$ cat config.mk
export PLATFORM = sky130hd
export DESIGN_NAME = cdram_strobe_dec
export DESIGN_NICKNAME = d
export VERILOG_FILES = /design/src/rtl/cdram_strobe_dec.sv
export SDC_FILE = /design/constraint.sdc
export NUM_CORES = 1
export LEC_CHECK = 0
export BUFFER_PORTS_ARGS = -buffer_cell sky130_fd_sc_hd__buf_4
export CORE_ASPECT_RATIO = 1.75
export CORE_MARGIN = 5
export CORE_UTILIZATION = 34
export DETAILED_ROUTE_END_ITERATION = 8
export HOLD_SLACK_MARGIN = 0.03
export PLACE_DENSITY_LB_ADDON = 0.15
export SLEW_MARGIN = 5
export SYNTH_ARGS = -nofsm -noshare
export SYNTH_HDL_FRONTEND = slang
export SYNTH_SLANG_ARGS = --single-unit
$ cat constraint.sdc
create_clock -name clk -period 3.4 [get_ports clk]
set_input_delay 0.17 -clock clk [delete_from_list [all_inputs] [get_ports clk]]
set_output_delay 0.17 -clock clk [all_outputs]
set_load 0.05 [all_outputs]
$ cat src/rtl/cdram_strobe_dec.sv
module cdram_strobe_dec #(
  parameter int ROW_W = 11,
  parameter int COL_W = 9
) (
  input  logic             clk,
  input  logic             rst_n,
  input  logic             re_n,
  input  logic             ref_n,
  input  logic             wr_rd,
  input  logic             cal_n,
  input  logic             we_n,
  input  logic             oe_n,
  input  logic             cs_n,
  input  logic             pin_merge,
  input  logic [ROW_W-1:0] addr,
  output logic             rd_pulse,
  output logic             wr_pulse,
  output logic             ref_pulse,
  output logic [ROW_W-1:0] row_q,
  output logic [COL_W-1:0] col_q,
  output logic             wdata_stb,
  output logic             dq_oe,
  output logic             cache_hit
);
  localparam logic [ROW_W-1:0] ONE = 1;

  logic             re_d, lrr_v, wr_act, rd_act;
  logic [ROW_W-1:0] rcnt, lrr;
  logic [COL_W-1:0] col_hold;

  wire ref_in = pin_merge ? cal_n : ref_n;
  wire we_in  = pin_merge ? cal_n : we_n;
  wire fall   = re_d & ~re_n;
  wire is_ref = fall & ~ref_in;
  wire is_acc = fall & ref_in & ~cs_n;
  wire skip   = lrr_v && (rcnt == lrr);

  assign col_q     = cal_n ? addr[COL_W-1:0] : col_hold;
  assign wdata_stb = wr_act & ~cal_n & ~we_in & ~cs_n;
  assign dq_oe     = rd_act & ~oe_n & ~cs_n;

  always_ff @(posedge clk) begin
    if (!rst_n) begin
      re_d      <= 1'b1;
      rd_pulse  <= 1'b0;
      wr_pulse  <= 1'b0;
      ref_pulse <= 1'b0;
      row_q     <= '0;
      rcnt      <= '0;
      lrr       <= '0;
      lrr_v     <= 1'b0;
      wr_act    <= 1'b0;
      rd_act    <= 1'b0;
      cache_hit <= 1'b0;
      col_hold  <= '0;
    end else begin
      re_d      <= re_n;
      rd_pulse  <= 1'b0;
      wr_pulse  <= 1'b0;
      ref_pulse <= 1'b0;
      if (cal_n) col_hold <= addr[COL_W-1:0];
      if (re_n) wr_act <= 1'b0;
      if (is_ref) begin
        row_q     <= rcnt;
        rcnt      <= rcnt + ONE;
        ref_pulse <= !skip;
      end else if (is_acc) begin
        row_q <= addr;
        if (wr_rd) begin
          wr_pulse <= 1'b1;
          wr_act   <= 1'b1;
          rd_act   <= 1'b0;
        end else begin
          rd_pulse  <= 1'b1;
          rd_act    <= 1'b1;
          cache_hit <= lrr_v && (addr == lrr);
          lrr       <= addr;
          lrr_v     <= 1'b1;
        end
      end
    end
  end


  one_op_chk: assert property (@(posedge clk) disable iff (!rst_n)
    $onehot0({rd_pulse, wr_pulse, ref_pulse}));


  standby_chk: assert property (@(posedge clk) disable iff (!rst_n)
    (fall && cs_n && ref_in) |=> !(rd_pulse || wr_pulse));


  ref_cnt_chk: assert property (@(posedge clk) disable iff (!rst_n)
    ref_pulse |-> (rcnt == row_q + ONE));


  wstb_excl_chk: assert property (@(posedge clk) disable iff (!rst_n)
    wdata_stb |-> !dq_oe);


  hit_src_chk: assert property (@(posedge clk) disable iff (!rst_n)
    $rose(cache_hit) |-> rd_pulse);
endmodule

==> results.cfg <==
[status]
status = finished, final reports clean

[timing]
whs_ps = 107
fmax_mhz = 528
min_period_over_period_pct = 55.7
slew_viol_final = 0
rsz0062_at_grt = no
finalSetupTns_ps = 0
finalHoldViolations = 0
slew_headroom_pct = 44.7
final.setup.worst_slack_ps = 1510
worst_pin_slew_ps = 829
skew_ps = 5.59
period_minus_slack_ps = 1890
setup_viol = 0

[clock_tree]
cts-resized-gates = 0
tritoncts = built
clk_latency_ps = 280
cts-root-buf = clkbuf_16
hold_buffers = 0
cts_made_buffers = 5
h-tree-depth = 2
cts.sinks = 50
clockBufferDepth = 2
cts_setup_buffers = 0
path_clk_slew_ps = 60

[worst_setup_path]
crit_fanout = 14
r2r.worst_path.cells = 4
critPathTopFamily = simple AND/OR/NAND/NOR gates
cp_num_buf_inv = 0
slowest_delay_ps = 640
arrival_ps = 2040
worstSetupStartpointType = register
r2r-end = lrr[3]
critPathKind = reg -> reg
r2r-start = re_d
crit_path_end_kind = register
crit_slowest_cell = nor3_4
r2r_slack_ps = 1510
cp.required_ps = 3550
cp_cell_sequence = or3b_1 -> nor3_4 -> mux2i_1 -> nor2_1

[placed_design]
dp_hpwl_mm = 4.18
gp_congestion = 0.813
pre_cts_ws_ps = 1510
placed_area_sq_mm = 0.00263
portBuffers = 46

[floorplan]
die_y_um = 117
chipWidth_um = 71.3
row_count = 39
dieArea_sq_mm = 0.00836
core_sq_mm = 0.00649
io_pins = 47
start_util_pct = 34.4

[logic_synthesis]
avgSynthCellArea_sq_um = 9.59
syn_area_sq_mm = 0.00223
synth_top_family_by_area = simple AND/OR/NAND/NOR gates
synth-seq-area-share_pct = 44.8
yosys.area_share.simple_pct = 20.4
synth_seq_cells = 50
synth_cell_types = 42
synth_fa_ha_area_share_pct = 0.560
syn_nets = 255
synth-main-ff-cell = dfxtp_1
syn_inst = 233
async_flop_share_pct = 0
synth_mux_area_share_pct = 10.5
synth_compound_area_share_pct = 9.85
synthXorXnorAreaFrac_pct = 10.2
ys_warn_count = 0
synth_edf_count = 0

[pwr]
vdd_drop_max_v = 0.000304
p_leak_nw = 1.06
power_switching_uw = 343
power_density_mw_per_mm2 = 468
p_clk_share_pct = 36.3
p_seq_share_pct = 47.7
power_mw = 1.29
intPower_uw = 951
combPwrFrac_pct = 16.0
switching_share_pct = 26.5

[detailed_routing]
routed_wl_mm = 5.39
wire_per_inst_um = 15.1
drc = 0
ant_nets = 0
drt_iter0_markers = 125
via_count = 1798
drt-vias-per-instance = 5.04
dr.pass1.iters = 4

[global_route]
track_usage_pct = 14.0
grt_pass1_vias = 1871
antenna_found_initial = 0
grt_max_degree = 21
gr-total-overflow = 0
grt_pass1_wl_mm = 9.11

[min_path]
hp-start = wr_rd
min_to = rd_pulse
whs_path_depth = 2
hold_path_class = in -> reg

[layout]
diodes = 0
areaGrowthSynthToFinish_pct = 23.8
fin_area_sq_mm = 0.00277
seq_area_sq_mm = 0.00100
drive_gt1_share_pct = 24.0
multi_input_area_sq_mm = 0.00115
nFillCells = 676
fin_nets = 297

[flow_run]
max-cap-violations = 0
==> final cells by class <==
class | instances | share of cell area [%]
multi-input cells | 164 | 41.6
repair buffers | 47 | 12.8
inverters | 7 | 0.950
well taps | 82 | 3.71
clock buffers | 7 | 4.79
flip-flops and latches | 50 | 36.2
==> power groups by stage <==
stage          sequential (mW)  clock [mW]  combinational [mW]
2_1_floorplan            0.659           0               0.107
3_3_place_gp             0.631           0               0.209
3_5_place_dp             0.631           0               0.209
4_1_cts                  0.618       0.485               0.210
5_1_grt                  0.620       0.512               0.223
6_report                 0.618       0.470               0.206
==> per-layer routing <==
layer | up-vias | routed length, um | GRT usage [%]
li1 | 902 | - | -
met1 | 855 | 2200 | 15.5
met2 | 36 | 2960 | 26.8
met3 | 5 | 167 | 2.22
met4 | 0 | 72 | 4.39
met5 | - | 0 | 0
==> cell usage after synthesis, types with 2 or more instances <==
master	n	share of area (%)
nand4_1	7	2.0
dfxtp_1	50	45
nor3b_1	2	0.67
nand2b_1	2	0.56
xor2_1	10	3.9
nor4_1	3	0.84
nor3_1	3	0.67
and4_1	2	0.78
nand3_1	3	0.67
o221ai_1	4	1.6
nor2_1	26	4.4
a222oi_1	4	1.8
o21ai_0	4	0.90
a21oi_1	12	2.7
or4_1	2	0.67
inv_1	7	1.2
xnor2_1	16	6.3
mux2_2	9	4.5
nand2_1	14	2.4
a311oi_1	2	0.78
clkbuf_1	7	1.2
o21bai_1	2	0.67
and2_1	11	3.1
mux2i_1	11	4.9
or3_1	2	0.56
buf_2	2	0.45
==> cells by family after synthesis <==
logic type / count (synthesis)
DFF: 50
adders and majority gates: 1
xor gates and xnor gates: 26
and+or+nand+nor: 84
AOI/OAI and AO/OA: 32
muxes: 21
buffers and inverters: 19
==> state kept, by name (all words and copies together), names as in the netlist <==
name	flops
rd_pulse	1
rd_act	1
wr_act	1
re_d	1
col_hold	9
wr_pulse	1
rcnt	11
cache_hit	1
ref_pulse	1
row_q	11
lrr	11
lrr_v	1
==> worst max path at each step <==
stage	start	endpoint	depth (start not counted)
5_1_grt	re_d	lrr[1]	4
3_5_place_dp	re_n	lrr[3]	5
2_1_floorplan	cal_n	wdata_stb	2
3_3_place_gp	re_n	lrr[1]	5
4_1_cts	re_d	lrr[3]	4
6_report	re_d	lrr[3]	4
==> cells in the final DEF (no fill, tap or decap), drive strengths merged <==
master,count
inv,7
a2111oi,1
xor2,10
and4,2
nand3,4
a32oi,1
and3,1
and2,12
a21oi,12
ha,1
xnor2,16
a311oi,2
or4,3
o221ai,4
and2b,1
clkbuf,7
nor3b,2
a222oi,4
o21bai,2
or3b,1
o31ai,1
nor3,4
nand4,7
mux2i,12
o211ai,1
o21ai,4
nand2b,2
nor4,3
mux2,9
nand2,14
or3,2
nor2,26
buf,47
dfxtp,50
==> through the flow <==
step / cells / util [%]
2_1_floorplan: 233 / -
3_3_place_gp: 350 / 40.6
3_5_place_dp: 350 / 40.6
4_1_cts: 357 / 42.6
5_1_grt: 357 / 42.6
6_report: 357 / 42.6
Power figures use the tool's default switching activity.
